`src/rtl/gf_inv_pkg.sv`:
```
package gf_inv_pkg;

  typedef enum logic [2:0] {
    ST_IDLE,
    ST_SQR,
    ST_MUL,
    ST_WAIT,
    ST_FIN
  } inv_state_e;

  function automatic int popcount_int(input int v);
    int c;
    c = 0;
    for (int i = 0; i < 31; i++) c += (v >> i) & 1;
    return c;
  endfunction

  // index of highest set bit
  function automatic int msb_int(input int v);
    int r;
    r = 0;
    for (int i = 0; i < 31; i++) if (((v >> i) & 1) != 0) r = i;
    return r;
  endfunction

endpackage

```
`src/rtl/gf_sqr.sv`:
```
module gf_sqr #(
  parameter int          M    = 283,
  parameter logic [M-1:0] POLY = M'(13'h10A1)
) (
  input  logic [M-1:0] a_i,
  output logic [M-1:0] y_o
);

  localparam int WW = 2 * M - 1;

  logic [WW-1:0] wide;

  always_comb begin
    wide = '0;
    for (int i = 0; i < M; i++) wide[2*i] = a_i[i];
    // fold high terms down, top first
    for (int k = WW - 1; k >= M; k--) begin
      if (wide[k]) begin
        wide[k] = 1'b0;
        wide[k-M +: M] = wide[k-M +: M] ^ POLY;
      end
    end
  end

  assign y_o = wide[M-1:0];

endmodule

```
`src/rtl/gf_mul_serial.sv`:
```
module gf_mul_serial #(
  parameter int           M    = 283,
  parameter logic [M-1:0] POLY = M'(13'h10A1)
) (
  input  logic         clk_i,
  input  logic         rst_ni,
  input  logic         req_i,
  input  logic [M-1:0] a_i,
  input  logic [M-1:0] b_i,
  output logic         ack_o,
  output logic [M-1:0] p_o
);

  localparam int CW = $clog2(M + 1);

  logic [M-1:0]  a_q, b_q, p_q, p_nx;
  logic [CW-1:0] cnt_q;
  logic          run_q, ack_q;

  // MSB-first: p = p*x mod f + b_bit*a
  always_comb begin
    p_nx = {p_q[M-2:0], 1'b0};
    if (p_q[M-1]) p_nx = p_nx ^ POLY;
    if (b_q[M-1]) p_nx = p_nx ^ a_q;
  end

  always_ff @(posedge clk_i or negedge rst_ni) begin
    if (!rst_ni) begin
      a_q   <= '0;
      b_q   <= '0;
      p_q   <= '0;
      cnt_q <= '0;
      run_q <= 1'b0;
      ack_q <= 1'b0;
    end else begin
      ack_q <= 1'b0;
      if (!run_q) begin
        if (req_i) begin
          a_q   <= a_i;
          b_q   <= b_i;
          p_q   <= '0;
          cnt_q <= CW'(M);
          run_q <= 1'b1;
        end
      end else begin
        p_q   <= p_nx;
        b_q   <= {b_q[M-2:0], 1'b0};
        cnt_q <= cnt_q - 1'b1;
        if (cnt_q == CW'(1)) begin
          run_q <= 1'b0;
          ack_q <= 1'b1;
        end
      end
    end
  end

  assign ack_o = ack_q;
  assign p_o   = p_q;

  AST_MUL_NO_REQ_WHILE_RUN: assert property (@(posedge clk_i) disable iff (!rst_ni)
    run_q |-> !req_i);
  AST_MUL_ACK_PULSE: assert property (@(posedge clk_i) disable iff (!rst_ni)
    ack_q |=> !ack_q);

endmodule

```
`src/rtl/gf_fermat_inv.sv`:
```
module gf_fermat_inv
  import gf_inv_pkg::*;
#(
  parameter int           M    = 283,
  parameter logic [M-1:0] POLY = M'(13'h10A1)
) (
  input  logic         clk_i,
  input  logic         rst_ni,
  input  logic         start_i,
  input  logic [M-1:0] op_i,
  output logic         busy_o,
  output logic         done_o,
  output logic [M-1:0] res_o
);

  localparam int BW      = $clog2(M);
  localparam int NW      = $clog2(M) + 1;
  localparam int EXP_LEN = M - 1;
  localparam int TOP_BIT = msb_int(EXP_LEN);
  localparam int N_MUL   = TOP_BIT + popcount_int(EXP_LEN) - 1;
  localparam logic [BW-1:0] CHAIN = BW'(EXP_LEN);

  inv_state_e    state_q;
  logic [M-1:0]  beta_q, acc_q, tmp_q, res_q, sq_y, mul_p, mul_b;
  logic [NW-1:0] n_q, sq_cnt_q, n_nx;
  logic [BW-1:0] bit_q;
  logic          add_q, busy_q, done_q, mul_req, mul_ack;

  gf_sqr #(.M(M), .POLY(POLY)) u_sqr (
    .a_i (tmp_q),
    .y_o (sq_y)
  );

  assign mul_req = (state_q == ST_MUL);
  assign mul_b   = add_q ? beta_q : acc_q;

  gf_mul_serial #(.M(M), .POLY(POLY)) u_mul (
    .clk_i  (clk_i),
    .rst_ni (rst_ni),
    .req_i  (mul_req),
    .a_i    (tmp_q),
    .b_i    (mul_b),
    .ack_o  (mul_ack),
    .p_o    (mul_p)
  );

  assign n_nx = add_q ? (n_q + 1'b1) : {n_q[NW-2:0], 1'b0};

  always_ff @(posedge clk_i or negedge rst_ni) begin
    if (!rst_ni) begin
      state_q  <= ST_IDLE;
      beta_q   <= '0;
      acc_q    <= '0;
      tmp_q    <= '0;
      res_q    <= '0;
      n_q      <= '0;
      sq_cnt_q <= '0;
      bit_q    <= '0;
      add_q    <= 1'b0;
      busy_q   <= 1'b0;
      done_q   <= 1'b0;
    end else begin
      done_q <= 1'b0;
      unique case (state_q)
        ST_IDLE: begin
          if (start_i) begin
            if (op_i == '0) begin
              res_q  <= '0;
              done_q <= 1'b1;
            end else begin
              beta_q   <= op_i;
              acc_q    <= op_i;
              tmp_q    <= op_i;
              n_q      <= NW'(1);
              sq_cnt_q <= NW'(1);
              bit_q    <= BW'(TOP_BIT - 1);
              add_q    <= 1'b0;
              busy_q   <= 1'b1;
              state_q  <= ST_SQR;
            end
          end
        end
        ST_SQR: begin
          tmp_q    <= sq_y;
          sq_cnt_q <= sq_cnt_q - 1'b1;
          if (sq_cnt_q == NW'(1)) state_q <= ST_MUL;
        end
        ST_MUL: state_q <= ST_WAIT;
        ST_WAIT: begin
          if (mul_ack) begin
            acc_q <= mul_p;
            tmp_q <= mul_p;
            n_q   <= n_nx;
            if (!add_q && CHAIN[bit_q]) begin
              add_q    <= 1'b1;
              sq_cnt_q <= NW'(1);
              state_q  <= ST_SQR;
            end else if (bit_q == '0) begin
              state_q <= ST_FIN;
            end else begin
              bit_q    <= bit_q - 1'b1;
              add_q    <= 1'b0;
              sq_cnt_q <= n_nx;
              state_q  <= ST_SQR;
            end
          end
        end
        ST_FIN: begin
          res_q   <= sq_y;
          done_q  <= 1'b1;
          busy_q  <= 1'b0;
          state_q <= ST_IDLE;
        end
        default: state_q <= ST_IDLE;
      endcase
    end
  end

  assign busy_o = busy_q;
  assign done_o = done_q;
  assign res_o  = res_q;

  // operation tallies, observed by assertions only
  logic [15:0] mul_tally_q, sq_tally_q;
  always_ff @(posedge clk_i or negedge rst_ni) begin
    if (!rst_ni) begin
      mul_tally_q <= '0;
      sq_tally_q  <= '0;
    end else if (state_q == ST_IDLE) begin
      mul_tally_q <= '0;
      sq_tally_q  <= '0;
    end else begin
      if (mul_ack) mul_tally_q <= mul_tally_q + 1'b1;
      if (state_q == ST_SQR) sq_tally_q <= sq_tally_q + 1'b1;
    end
  end

  AST_MUL_COUNT: assert property (@(posedge clk_i) disable iff (!rst_ni)
    (state_q == ST_FIN) |-> (mul_tally_q == 16'(N_MUL)));
  AST_SQR_COUNT: assert property (@(posedge clk_i) disable iff (!rst_ni)
    (state_q == ST_FIN) |-> (sq_tally_q == 16'(M - 2)));
  AST_SQR_CNT_LIVE: assert property (@(posedge clk_i) disable iff (!rst_ni)
    (state_q == ST_SQR) |-> (sq_cnt_q != '0));
  AST_ZERO_FAST: assert property (@(posedge clk_i) disable iff (!rst_ni)
    (state_q == ST_IDLE && start_i && op_i == '0) |=> (done_o && res_o == '0 && !busy_o));
  AST_DONE_PULSE: assert property (@(posedge clk_i) disable iff (!rst_ni)
    done_o |=> !done_o);
  AST_RES_HOLD: assert property (@(posedge clk_i) disable iff (!rst_ni)
    !done_o |-> $stable(res_o));
  AST_BUSY_DONE_EXCL: assert property (@(posedge clk_i) disable iff (!rst_ni)
    busy_o |-> !done_o);
  AST_START_IGNORED: assert property (@(posedge clk_i) disable iff (!rst_ni)
    (busy_o && state_q != ST_FIN) |=> busy_o);

endmodule

```
`config.mk`:
```
export PLATFORM = sky130hd
export DESIGN_NAME = gf_fermat_inv
export DESIGN_NICKNAME = d
export VERILOG_FILES = /design/src/rtl/gf_inv_pkg.sv /design/src/rtl/gf_sqr.sv /design/src/rtl/gf_mul_serial.sv /design/src/rtl/gf_fermat_inv.sv
export SDC_FILE = /design/constraint.sdc
export NUM_CORES = 2
export LEC_CHECK = 0
export CORE_MARGIN = 4
export CORE_UTILIZATION = 54
export DETAILED_ROUTE_END_ITERATION = 6
export PLACE_DENSITY_LB_ADDON = 0.12
export SYNTH_ARGS = -nofsm -noshare
export SYNTH_HDL_FRONTEND = slang
export SYNTH_SLANG_ARGS = --single-unit
```
`constraint.sdc`:
```
create_clock -name clk_i -period 2.3 [get_ports clk_i]
set_input_delay 0.46 -clock clk_i [delete_from_list [all_inputs] [get_ports clk_i]]
set_output_delay 0.46 -clock clk_i [all_outputs]
set_load 0.005 [all_outputs]
```
; Word level (Yosys, flattened, before mapping)
; Memories as Yosys holds them, arrays and structs flattened.
; Index checks and enable logic that the tools add are counted.
; W data, S select, Z words.
[word_totals]
reg_bits = 2027
elab_cells = 681
romBits = 16
memories = 1
in_bits = 286
output_inout_bits = 285
[memory_table]
columns = name, depth, word_bits, rd, rd_ports_with_merged_regs, wr, line
row1 = (name not given), 16, 1, 1, 0, 0, gf_fermat_inv.sv:94  ; if (!add_q && CHAIN[bit_q]) begin
[op_classes]
bitwise = 286
n_mux = 339
n_addsub = 4
eq_ne = 14
magnitude_cmp = 1
n_reduce_logical = 19
[op_table]
columns = cell, count
row1 = $mux W13, 283
row2 = $mux W283, 11
row3 = $pmux W283 S2, 2
row4 = $not A4 Y4, 282
row5 = $pmux W283 S3, 1
row6 = $logic_not A283 Y1, 1
row7 = $xor A283 B283 Y283, 1
row8 = $mux W10, 7
row9 = $mux W9, 7
row10 = $pmux W10 S3, 1
row11 = $pmux W10 S2, 1
row12 = $mux W3, 6
row13 = $pmux W9 S2, 1
row14 = $sub A9 B1 Y9 const B, 2
row15 = $mux W1, 15
row16 = $ne A2 B2 Y1 const B, 6
row17 = $pmux W3 S4, 1
row18 = $reduce_and A4 Y1, 3
row19 = $add A10 B1 Y10 const B, 1
row20 = $eq A10 B1 Y1 const B, 1
row21 = $reduce_and A5 Y1, 2
row22 = $sub A10 B1 Y10 const B, 1
row23 = $eq A9 B1 Y1 const B, 1
row24 = $logic_not A9 Y1, 1
row25 = 17 further kinds, 25

; Longest topological paths before layout
[depth]
word_depth = 565
depth_mapped = 11
mapped_depth_nobuf = 9

; Hierarchy
; Synthesis repeated with hierarchy kept, for this count alone.
[unflattened]
cells_unflattened = 9141
hier_area_um2 = 99804.5
[modules_own_cells]
columns = mod, area_each_um2, instances, cells_per_inst, seq_area_each_um2
row1 = gf_fermat_inv, 56509.2, 1, 4689, 29203.0
row2 = gf_mul_serial, 39437.8, 1, 4019, 21520.6
row3 = gf_sqr, 3857.4, 1, 433, 0.0

; Worst setup path after synthesis
; No wires, ideal clock.
[synth_path]
kind = in2reg
startpoint = in op_i[119]
endpoint = reg tmp_q[205]
t_required_ns = 2.175
slack_ns = -0.366
arrival_ns = 2.541
n_path_buf = 3
stages = 9
setup_ns = 0.125
cell_sequence = nor4_1 -> nand4_1 -> nor4_1 -> nand3_2 -> o31ai_4 -> buf_4 -> buf_6 -> buf_4 -> mux2_2
[synth_via]
elab_chain_cells = 3
[synth_rtl]
columns = item, line
row1 = start: declaration, gf_fermat_inv.sv:10  ; input logic [M-1:0] op_i,
row2 = $logic_not A283 Y1, gf_fermat_inv.sv:67  ; if (op_i == '0) begin
row3 = $ne A2 B2 Y1 (no line), -
row4 = $reduce_and A4 Y1 (no line), -
row5 = end signal: assignment, gf_fermat_inv.sv:73  ; tmp_q <= op_i;
row6 = end signal: assignment, gf_fermat_inv.sv:84  ; tmp_q <= sq_y;
row7 = end signal: assignment, gf_fermat_inv.sv:92  ; tmp_q <= mul_p;
row8 = end: declaration, gf_fermat_inv.sv:24  ; logic [M-1:0] beta_q, acc_q, tmp_q, res_q, sq_y, mul_p, mul_b;
; Every way passes these cells.
; A chain may end at the register's enable or synchronous reset.

; Worst setup path in the final report
[layout_path]
startpoint = in op_i[251]
endpoint = reg tmp_q[261]
; The elaborated chain is that of the path after synthesis.

==> results.cfg <==
[sta]
max_slew.worst_pin.slew_ps = 1308
slew_headroom = 0.1277
setup_slack_ps = -1152
hold_viol = 0
maxSlewViolCount = 0
period_share = 1.501
rsz0062_at_grt = true
fmaxAchievable_ghz = 0.2897
finalClockSkew_ps = 45.33
setup-tns-final_ps = -1154880
finalCriticalPeriod_ps = 3452
setup_violations = 1263

[clock_network]
cts_buffers = 206
h-tree-depth = 4
tritoncts = done
root_buffer = clkbuf_16
path_clk_slew_ps = 60
cts_sinks = 2027
insertion_delay_ps = 870
cts.path.max_buffers = 3

[critical_path]
arrival_ps = 4170
cp_top_family = simple AND/OR/NAND/NOR gates
crit_chain = buf_8 > nor4_4 > nand4_1 > nor4_4 > nand3_4 > o31ai_4 > buf_6 > buf_16 > buf_12 > buf_6 > clkbuf_16 > mux2_4
endpoint_kind = register
required_ps = 3010
crit_fanout = 7
cp.buffers_inverters = 6
crit_type = input pin to register
critPathLaunchType = input pin
cpPeakStageDelay_ps = 760
cp_slowest_cell = nor4_4

[synth]
synth_edf_count = 0
synthFlopType = dfrtp_1
synthArstFlopShare = 1.000
syn_inst = 8994
yosysSeqAreaShare = 0.5399
synth_most_common_cell = dfrtp_1
synth_top_cell_by_area = dfrtp_1
synth_area_um2 = 93950
syn_area_per_cell_um2 = 10.45
synth.distinct_cells = 59
synthTopCellsByCount = dfrtp_1 (2027), nand2_1 (1898), o21ai_0 (991)
synth_nets = 9287
ys_warn_count = 0
synth.ff_latch_count = 2027
synth.top_cell.area_share = 0.5399
synth_area_leaders = dfrtp_1 (54%), nand2_1 (7.6%), mux2i_1 (6.9%), o21ai_0 (5.3%), xnor2_1 (4.7%)

[placement]
dp_slack_ps = -3162
io_buffers = 570
dp_cells = 11770
place_area_um2 = 107400
gp_congestion = 0.9495
place_hpwl_um = 229800

[drt]
vias_per_cell = 6.176
remaining_drc_errors = 0
drt_pre_antenna_iters = 7
ant_nets = 0
routed_wl_um = 344700
wl_per_cell_um = 27.98
vias = 76110
drtIter0Drc = 8577

[floorplan]
start_util = 0.5453
core_area_um2 = 172300
dieArea_um2 = 180700
rows = 152
fp.dieH_um = 425.1
ios = 571
die_w_um = 425.1

[cells_and_area]
drive_gt1_frac = 0.1711
fin_nets = 10120
post-route-util = 0.6898
final_cells = 12320
postLayoutCellArea_um2 = 118900
area_delta_synth_final_pct = 26.52

[worst_hold_path]
holdCritPathClass = input pin to register

[pwr]
power_leakage_nw = 53.19
peakVddDrop_mv = 0.9362
p_per_area_nw_per_um2 = 1328

[grt]
antenna_found_initial = 12
grt_overflow = 0
grt_pass1_vias = 73280
grt_pass1_wl_um = 482100
grt_usage = 0.3536
grt_max_degree = 193

[outcome]
outcome = finished, violations left
violations = setup timing

[run]
cap_violations = 0
[cells by family (layout without fill, tap and decap cells)]
group	after synthesis	count (layout)	share of synthesized area
AO/OA/AOI/OAI	2214	2214	0.1538
other	0	9	0
adder cells (fa/ha/maj)	7	7	0.0009322
flip-flops	2027	2027	0.5399
buffers and inverters	807	1817	0.03420
XOR/XNOR	717	717	0.06684
multiplexers	1004	1004	0.1118
AND/OR/NAND/NOR	2218	2218	0.09257
[what timing repair did]
item,CTS,global route
gates cloned,11,89
hold buffers,1,2
pin swaps,6,91
setup endpoints to repair,1224,1441
resized for setup,100,418
setup buffers,12,50
hold endpoints to repair,419,2
[layout make-up]
type,instances,area [um2]
Antenna cell,9,22.52
Clock buffer,303,6110
Clock inverter,81,1035
Fill cell,12940,53440
Inverter,12,50.05
Multi-Input combinational cell,6160,41970
Sequential cell,2027,50740
Tap cell,2310,2890
Timing Repair Buffer,1421,16040
[metal layers]
| layer | wire [um] | track usage |
|---|---|---|
| met1 | 135300 | 0.4797 |
| met2 | 153100 | 0.5328 |
| met3 | 30770 | 0.06524 |
| met4 | 25590 | 0.2107 |
| met5 | 14 | 0 |
[layout by cell type, fill, tap and decap left out, drive strengths merged, types with 14 or more instances in the layout]
master,count
xor2,215
clkbuf,369
nand4,17
clkinv,49
inv,21
o21ai,1006
nor2,162
a21oi,158
nor4,75
mux2i,644
bufinv,17
nand3,15
a22o,362
dlymetal6s2s,14
mux2,360
nand2,1898
buf,787
clkdlybuf4s50,551
dfrtp,2027
xnor2,502
o2bb2ai,204
o211ai,146
nor3,18
a22oi,284
[metrics by stage]
step           power [mW]  hold WS, ps
6_report            157.9        20.72
5_1_grt             164.8        16.22
4_1_cts             153.3        8.438
3_5_place_dp        117.4        390.9
3_3_place_gp        115.7        389.5
2_1_floorplan       93.73        164.4
[power breakdown]
part	switching [mW]	internal, mW
logic	32.4	26.9
clock network	15.0	20.4
registers	14.8	48.4
[final timing paths]
path	from	to	slack, ps	depth (start not counted)
max	op_i[251]	tmp_q[261]	-1150	12
min	op_i[96]	beta_q[96]	20	3
max reg2reg	state_q[1]	acc_q[25]	-170	10
min reg2reg	u_mul.a_q[166]	u_mul.a_q[166]	470	2
max in group asynchronous	rst_ni	u_mul.b_q[27]	1050	3
min in group asynchronous	rst_ni	u_mul.b_q[269]	170	2
[sequential cells by signal, summed over array words and instances (netlist names)]
register and count:
acc_q 283, beta_q 283, res_o 283, tmp_q 283
u_mul.a_q 283, u_mul.b_q 283, u_mul.p_o 283, n_q 10
sq_cnt_q 10, bit_q 9, u_mul.cnt_q 9, state_q 3
add_q 1, busy_o 1, done_o 1, u_mul.ack_o 1
u_mul.run_q 1
[tightest hold or removal path: cells and delay by family]
family	cells	cell delay, ps
buffers and inverters	2	260
multiplexers	1	140
Note: power is estimated with default switching activity, not from simulation.
